[config.mk]
export PLATFORM = sky130hd
export DESIGN_NAME = cmp_tree_mul
export DESIGN_NICKNAME = d
export VERILOG_FILES = /design/src/rtl/mul_cmp42.sv /design/src/rtl/cmp_tree_mul.sv
export SDC_FILE = /design/constraint.sdc
export NUM_CORES = 1
export LEC_CHECK = 0
export BUFFER_PORTS_ARGS = -buffer_cell sky130_fd_sc_hd__buf_4
export CAP_MARGIN = 25
export CORE_MARGIN = 10
export CORE_UTILIZATION = 50
export DETAILED_ROUTE_END_ITERATION = 10
export MAX_ROUTING_LAYER = met4
export PLACE_DENSITY = 0.71
export SETUP_SLACK_MARGIN = 0.15
export SYNTH_ARGS = -nofsm -noshare
export SYNTH_HDL_FRONTEND = slang
export SYNTH_SLANG_ARGS = --single-unit
[constraint.sdc]
create_clock -name vclk -period 3.9
set_input_delay 0.195 -clock vclk [all_inputs]
set_output_delay 0.195 -clock vclk [all_outputs]
set_load 0.02 [all_outputs]
[src/rtl/mul_cmp42.sv]
module mul_cmp42 (
  input  logic x1,
  input  logic x2,
  input  logic x3,
  input  logic x4,
  input  logic ci,
  output logic s,
  output logic c,
  output logic co
);
  logic t1, t1n, t2, t2n, pp, ppn;

  assign t1  = x1 ^ x2;
  assign t1n = ~(x1 ^ x2);
  assign t2  = x3 ^ x4;
  assign t2n = ~(x3 ^ x4);
  assign pp  = t1 ? t2n : t2;
  assign ppn = t1 ? t2 : t2n;

  assign co = t1n ? x1 : x3;
  assign s  = pp ? ~ci : ci;
  assign c  = ppn ? x4 : ci;
endmodule

[src/rtl/cmp_tree_mul.sv]
module cmp_tree_mul #(
  parameter int W       = 8,
  parameter bit REG_OUT = 1'b0
) (
  input  logic           clk,
  input  logic           rst,
  input  logic [W-1:0]   a,
  input  logic [W-1:0]   b,
  output logic [2*W-1:0] p
);
  localparam int PW = 2 * W;
  localparam int LV = $clog2(W) - 1;
  localparam int NR = 2 * W - 2;

  logic [PW-1:0] row [NR];
  logic [PW-1:0] sum, q;

  for (genvar j = 0; j < W; j++) begin : g_pp
    assign row[j] = PW'(a & {W{b[j]}}) << j;
  end

  for (genvar k = 1; k <= LV; k++) begin : g_lvl
    localparam int IN0 = PW - (PW >> (k - 1));
    localparam int OUT0 = PW - (PW >> k);
    localparam int NG = W >> (k + 1);
    for (genvar g = 0; g < NG; g++) begin : g_grp
      logic [PW-1:0] s_v, c_v, co_v, in_sum, out_sum;
      logic unused_top;
      for (genvar i = 0; i < PW; i++) begin : g_bit
        logic cin;
        if (i == 0) begin : g_lsb
          assign cin = 1'b0;
        end else begin : g_up
          assign cin = co_v[i-1];
        end
        mul_cmp42 u_cell (
          .x1(row[IN0+4*g][i]),
          .x2(row[IN0+4*g+1][i]),
          .x3(row[IN0+4*g+2][i]),
          .x4(row[IN0+4*g+3][i]),
          .ci(cin),
          .s (s_v[i]),
          .c (c_v[i]),
          .co(co_v[i])
        );
      end
      assign row[OUT0+2*g]   = s_v;
      assign row[OUT0+2*g+1] = {c_v[PW-2:0], 1'b0};
      assign unused_top      = c_v[PW-1] ^ co_v[PW-1];

      assign in_sum  = row[IN0+4*g] + row[IN0+4*g+1] + row[IN0+4*g+2] + row[IN0+4*g+3];
      assign out_sum = row[OUT0+2*g] + row[OUT0+2*g+1];

      a_r5_level_sum: assert property (@(posedge clk) disable iff (rst)
        in_sum == out_sum);
    end
  end

  assign sum = row[NR-2] + row[NR-1];

  always_ff @(posedge clk) begin
    if (rst) q <= '0;
    else     q <= sum;
  end

  assign p = REG_OUT ? q : sum;

  a_r1_exact_product: assert property (@(posedge clk) disable iff (rst)
    sum == PW'(a) * PW'(b));

  a_r7_sync_clear: assert property (@(posedge clk)
    rst |=> (q == '0));

  a_r6_one_edge: assert property (@(posedge clk) disable iff (rst)
    !$past(rst) |-> (q == PW'($past(a)) * PW'($past(b))));
endmodule

# Word level (Yosys, flattened, before mapping)
# Cells that the tools add are included.
[word_totals]
inputBits = 18
ff_bits = 0
out_inout_bits = 16
elab_cells = 327
[op_classes]
addsub = 1
muxes = 176
bitwise = 150
[op_table]
columns = ["op", "n"]
rows = [
  ["2-to-1 mux 1 bit", 176],
  ["inverter 1 bit", 66],
  ["bitwise AND 8 bit", 8],
  ["bitwise XOR 1 bit", 46],
  ["adder 16 bit", 1],
  ["bitwise XOR 1 bit (both inputs constant)", 16],
  ["inverter 1 bit (first input constant)", 6],
  ["bitwise XOR 1 bit (first input constant)", 4],
  ["bitwise XOR 1 bit (second input constant)", 4],
]

# Longest topological paths before layout
# Gate-level depths: netlist of run 1.
[depth]
depth_word = 10
depth_mapped = 19
depth_no_buf = 17

# By module
# From an unflattened synthesis of run 1, not the netlist that was laid out.
[unflattened]
hier_cells = 499
area_unflattened_um2 = 4157.7
[by_module_without_submodules]
columns = ["module", "instances", "area_per_inst_um2", "cells_per_inst", "seq_area_each_um2"]
rows = [
  ["mul_cmp42", 48, 62.6, 7, 0.0],
  ["cmp_tree_mul", 1, 1154.9, 163, 0.0],
]

# Worst setup path after synthesis of run 1
# Ideal clock, no wire load.
[synth_path]
path_kind = "input to output"
start = "in a[1]"
end = "out p[15]"
cell_stages = 17
setup_slack_ps = 170
arrival_time_ps = 3535
path_buffers = 1
required_ps = 3705
path_cell_list = "clkbuf_1 -> nand2_1 -> xor2_1 -> xnor2_1 -> maj3_1 -> maj3_1 -> ha_1 -> ha_1 -> inv_1 -> fa_1 -> nor2b_1 -> o21ai_0 -> a21boi_0 -> o21ai_0 -> a21oi_1 -> o21a_1 -> o211ai_1"
[synth_between]
elab_chain_len = 10
word_cells_on_any_way = 114
classes_between = "add/sub: 1; mux: 70; bitwise: 43"
[synth_lines]
columns = ["item", "line", "rtl"]
rows = [
  ["start: declaration", "cmp_tree_mul.sv:7", "input logic [W-1:0] a,"],
  ["bitwise AND 8 bit", "cmp_tree_mul.sv:19", "assign row[j] = PW'(a & {W{b[j]}}) << j;"],
  ["bitwise XOR 1 bit, on equally long branches", "-", ""],
  ["2-to-1 mux 1 bit or inverter 1 bit (tied branches)", "mul_cmp42.sv:20, mul_cmp42.sv:16", ""],
  ["inverter 1 bit, or another cell as far along", "mul_cmp42.sv:21", "assign s = pp ? ~ci : ci;"],
  ["2-to-1 mux 1 bit, on equally long branches", "mul_cmp42.sv:21, mul_cmp42.sv:22", ""],
  ["bitwise XOR 1 bit, on equally long branches", "-", ""],
  ["2-to-1 mux 1 bit or inverter 1 bit (tied branches)", "mul_cmp42.sv:20, mul_cmp42.sv:16", ""],
  ["inverter 1 bit, or another cell as far along", "mul_cmp42.sv:21", ""],
  ["2-to-1 mux 1 bit, on equally long branches", "mul_cmp42.sv:21, mul_cmp42.sv:22", ""],
  ["adder 16 bit (*)", "-", ""],
  ["end: declaration", "cmp_tree_mul.sv:9", "output logic [2*W-1:0] p"],
]
# Every way passes the cells marked *; elsewhere a longest branch is shown, timed or not.

# Worst setup path in the final report of run 1
[layout_path]
start = "in b[6]"
end = "out p[14]"
[layout_between]
elab_chain_len = 10
word_cells_on_any_way = 133
classes_between = "add/sub: 1; mux: 83; bitwise: 49"
[layout_lines]
columns = ["item", "line", "rtl"]
rows = [
  ["start: declaration", "cmp_tree_mul.sv:8", "input logic [W-1:0] b,"],
  ["bitwise AND 8 bit (*)", "cmp_tree_mul.sv:19", ""],
  ["bitwise XOR 1 bit", "mul_cmp42.sv:15, mul_cmp42.sv:16", ""],
  ["inverter 1 bit", "mul_cmp42.sv:16", "assign t2n = ~(x3 ^ x4);"],
  ["2-to-1 mux 1 bit, on equally long branches", "mul_cmp42.sv:17, mul_cmp42.sv:18", ""],
  ["2-to-1 mux 1 bit, on equally long branches", "mul_cmp42.sv:21, mul_cmp42.sv:22", ""],
  ["bitwise XOR 1 bit", "mul_cmp42.sv:15, mul_cmp42.sv:16", ""],
  ["inverter 1 bit", "mul_cmp42.sv:16", ""],
  ["2-to-1 mux 1 bit, on equally long branches", "mul_cmp42.sv:17, mul_cmp42.sv:18", ""],
  ["2-to-1 mux 1 bit, on equally long branches", "mul_cmp42.sv:21, mul_cmp42.sv:22", ""],
  ["adder 16 bit (*)", "-", ""],
]
# Marked as above.

==> results.cfg, run 1 <==
[power_and_ir_drop]
power_density_nw_per_um2 = 428
internal_power_uw = 675
pwr-share-clk_pct = 0
p_leak_uw = 0.00145
comb_power_share_pct = 100.0
p_sw_share_pct = 50.6
pwr-share-seq_pct = 0
peakVddDrop_mv = 0.348
switchingPower_uw = 691

[setup_path]
worstSetupStartpointType = primary input
crit_path_end_kind = output port
cpMostUsedCell = buf_4
crit_required_ns = 3.70
path_cells = buf_4 > buf_4 > nand2_1 > xnor3_1 > xnor2_2 > xnor3_1 > xnor2_1 > xnor2_1 > ha_4 > buf_4 > inv_2 > o21ai_2 > a21oi_2 > o21a_1 > nand4b_1 > nand3_1 > buf_6
slowest_stage = xnor3_1
critPathMaxStageDelay_ns = 0.50
path_max_fanout = 12
path_class = primary input to output port
worst_ep_arrival_time_ns = 3.46

[grt]
grt_max_degree = 19
grt_usage_pct = 13.4
grt_pass1_vias = 2236
grt_pass1_wl_um = 9960
grt.overflow.total = 0
antenna_found_initial = 0

[logic_synthesis]
synth_area_leaders = xnor2_1 (15%), ha_1 (10%), nand2_1 (9.5%)
synth_top_area_cell = xnor2_1
syn-num-nets = 388
syn_area_um2 = 2530
synth_seq_area_share_pct = 0
synth.avg_cell_area_um2 = 7.28
netlist_top_cells_count = nand2_1 (64), xnor2_1 (44), ha_1 (21)
yosysMostFrequentCell = nand2_1
yosysWarningCount = 0
syn_inst = 348
synth_top_cell_area_share_pct = 15.2
post_synth_num_cell_types = 56

[die]
start_util_pct = 52.6
dieArea_um2 = 8310
dieWidth_um = 91.2
core_area_um2 = 4820
num_rows = 25
die_h_um = 91.2
ioPinCount = 34

[cells_and_area]
seqCellArea_um2 = 0
n_fill_cell = 443
drive_gt1_share_pct = 30.0
areaGrowthSynthToFinish_pct = 25.9
nClkBuffers = 0
n_antenna_cell = 0
final_nets = 429
seq_cell_count = 0

[sta]
min_period_over_period_pct = 93.6
grt_setup_unrepaired = yes
slew_headroom_pct = 76.2
fmax_ghz = 0.274
tightest_slew_ns = 0.354
finalHoldViolCount = 0
final-setup-viol-count = 0
tns_ns = 0
finalMaxSlewViolations = 0
final.setup.worst_slack_ns = 0.249
period_needed_ns = 3.65

[place]
dpl_worst_slack_ns = -0.0689
io_buffers = 32
hpwl_um = 4690
place_congestion = 0.855

[routing]
met3_length_um = 324
top_layer = met3
vias_per_cell = 5.53
vias = 2512
wirelength_um = 6290
drt.antenna.violating_nets = 0
firstDrtPassIters = 4
drt-wirelength-per-cell_um = 13.9
met1_length_um = 2820
first_iter_violations = 242
drc = 0
met2_length_um = 3140

[clock_tree]
holdBufCountCts = 0

[outcome]
status = finished clean

[flow_run]
timing.max_cap.violations = 0

[worst_hold_path]
hold_class = primary input to output port
[cells in the final DEF (no fill, tap or decap), drive strengths merged, types with 4 or more instances in the layout]
master and instances:
buf 67, nand2 64, xnor2 47, o21ai 24, ha 21, inv 18
nor2 16, maj3 15, xor2 12, and2 12, a22o 8, xnor3 7
a32o 6, a21oi 6, a31oi 6, o211ai 5, nand4 4, and4 4
a21boi 4
[power groups by stage]
stage / sequential [uW] / clock, uW / combinational, uW
floorplan: 0 / 0 / 835
global placement: 0 / 0 / 1160
detailed placement: 0 / 0 / 1180
CTS: 0 / 0 / 1220
global route: 0 / 0 / 1500
finish: 0 / 0 / 1370
[cell type report]
type	count	area (um2)	share of cell area (%)
Inverter	18	67.6	2.12
Multi-Input combinational cell	302	2470	77.3
Tap cell	67	83.8	2.63
Timing Repair Buffer	67	572	17.9
[cells by family after synthesis]
kind of cell,Yosys count,share of synthesized area [%]
AND/OR/NAND/NOR,116,21.2
AO/OA/AOI/OAI,80,22.8
XOR/XNOR,66,27.5
buffers and inverters,46,9.83
adder cells (fa/ha/maj),37,17.3
multiplexers,3,1.28
[path summary, 6_finish.rpt]
path	startpoint	end	slack [ns]	cells after the start
setup / recovery	b[6]	p[14]	0.25	17
hold / removal	b[0]	p[0]	0.75	3
[metrics by stage]
step                instance area (um2)  util [%]  hold slack (ns)  power, uW  instances
detailed placement                 2820      58.5            0.775       1180        438
global placement                   2820      58.5            0.781       1160        438
CTS                                2850      59.2            0.785       1220        439
global route                       3190      66.2            0.775       1500        454
finish                             3190      66.2            0.755       1370        454
floorplan                          2530         -            0.793        835        348
[per-layer routing]
metal	GRT usage, %	vias up
met5	-	-
met4	0.261	0
met3	1.23	0
met2	22.8	64
met1	17.7	1155
li1	-	1293
[critical path, delay by kind of cell]
family / cells / cell delay (ns)
xor gates and xnor gates: 5 / 1.62
AOI/OAI and AO/OA: 3 / 0.39
buffers and inverters: 5 / 0.65
adders and majority gates: 1 / 0.27
and+or+nand+nor: 3 / 0.31
[timing repair]
action	in CTS	in global routing
pin swaps	8	35
cloned	0	0
setup endpoints to repair	2	4
gates resized for setup	11	52
setup buffers	1	15
Power figures use the tool's default switching activity.
==> inputs of run 2 (changes only) <==
Settings changed: CORE_UTILIZATION 50 to 55, PLACE_DENSITY 0.71 to 0.77.
==> run 2 against run 1 <==
Worst setup slack better by 0.036 ns; via count is 0.56% lower; clock-buffer cell count unchanged; design area shrank 3.5%; largest cell class unchanged; largest power group unchanged.
==> results.cfg, run 2 (same netlist as run 1, synthesis figures left out) <==
[setup_path]
crit_start = a[3]
critPathMaxStageDelay_ns = 0.51
critPathBufInv = 5
slowest_stage = xnor3_2
crit_cells = 18
path_max_fanout = 12
crit_path_end_kind = output port
crit_family = compound AO/OA/AOI/OAI gates
worst_ep_arrival_time_ns = 3.42
crit_required_ns = 3.70
path_cells = buf_4 > buf_6 > a22o_1 > a32o_1 > a31oi_2 > xnor2_2 > xnor3_2 > xnor2_2 > xnor2_2 > ha_4 > buf_6 > inv_1 > o21ai_1 > a21oi_1 > o21a_1 > o211ai_1 > nand3_1 > buf_6
path_class = primary input to output port
worstSetupStartpointType = primary input

[power_and_ir_drop]
peakVddDrop_mv = 0.330
power_density_nw_per_um2 = 435
finalPower_uw = 1340
p_leak_uw = 0.00140

[grt]
grt.overflow.total = 0
grt_max_degree = 22
grt_usage_pct = 14.8
grt_pass1_vias = 2216
grt_pass1_wl_um = 9780
antenna_found_initial = 0

[cells_and_area]
final_common_cell = nand2_1
seqCellArea_um2 = 0
final_nets = 421
mostFrequentLayoutCells = nand2_1 (57), buf_4 (51), xnor2_1 (38), inv_1 (18), ha_1 (18)
seq_cell_count = 0
utilization_pct = 69.7
n_antenna_cell = 0
areaGrowthSynthToFinish_pct = 21.5
drive_gt1_share_pct = 28.8
nClkBuffers = 0
n_fill_cell = 367

[die]
start_util_pct = 57.4
num_rows = 24
die_h_um = 87.9
core_area_um2 = 4410
dieArea_um2 = 7720
dieWidth_um = 87.9
ioPinCount = 34

[routing]
first_iter_violations = 178
drt-wirelength-per-cell_um = 13.4
wirelength_um = 5760
drt.antenna.violating_nets = 0
drc = 0
vias_per_cell = 5.80
firstDrtPassIters = 4
vias = 2498

[sta]
fmax_ghz = 0.277
grt_setup_unrepaired = no
hold_ws_ns = 0.752
finalMaxSlewViolations = 0
slew_headroom_pct = 54.8
final-setup-viol-count = 0
tightest_slew_ns = 0.660
final.setup.worst_slack_ns = 0.284
period_needed_ns = 3.62
min_period_over_period_pct = 92.7
tns_ns = 0
finalHoldViolCount = 0

[worst_hold_path]
hold_depth = 3
hold_class = primary input to output port
hp-start = b[0]

[place]
hpwl_um = 4660
io_buffers = 32
dpl_worst_slack_ns = -0.0916
place_congestion = 0.874

[clock_tree]
holdBufCountCts = 0

[flow_run]
timing.max_cap.violations = 0

[outcome]
status = finished clean
-- run 2: changes by cell type in the layout (fill, tap and decap cells not counted), sizes merged --
cell	change
buf	-8
-- run 2: tightest hold or removal path, cell delays in order --
cell and delay [ns]:
buf_6 0.11, and2_1 0.12, buf_4 0.13
-- run 2: layer usage --
layer / vias to the layer above / share of wire [%] / GRT usage [%]
met5: - / 0 / -
met4: 0 / 0.47 / 0.580
met3: 2 / 5.1 / 0.743
met2: 62 / 47 / 24.4
met1: 1143 / 48 / 20.2
li1: 1291 / - / -
-- run 2: path summary, 6_finish.rpt --
kind,to,slack (ns)
worst max-delay path,p[14],0.28
worst min-delay path,p[0],0.75
-- run 2: what timing repair did --
item / CTS / global route
setup buffers: 3 / 5
gates resized for setup: 9 / 46
setup endpoints to repair: 2 / 4
pin swaps: 6 / 32
-- run 2: per-stage QoR --
step                area, um2  cells
global placement         2800    423
global route             3080    431
floorplan                2530    348
detailed placement       2800    423
CTS                      2850    426
finish                   3080    431
-- run 2: where the power goes --
group | switching (uW) | total, uW | internal (uW)
Clock | 0 | 0 | 0
Sequential | 0 | 0 | 0
Combinational | 672 | 1340 | 667
-- run 2: area by class of cell --
cell class	instances	area, um2	share of cell area, %
Tap cell	52	65.1	2.11
Multi-Input combinational cell	302	2460	80.1
Timing Repair Buffer	59	480	15.6
Inverter	18	67.6	2.20
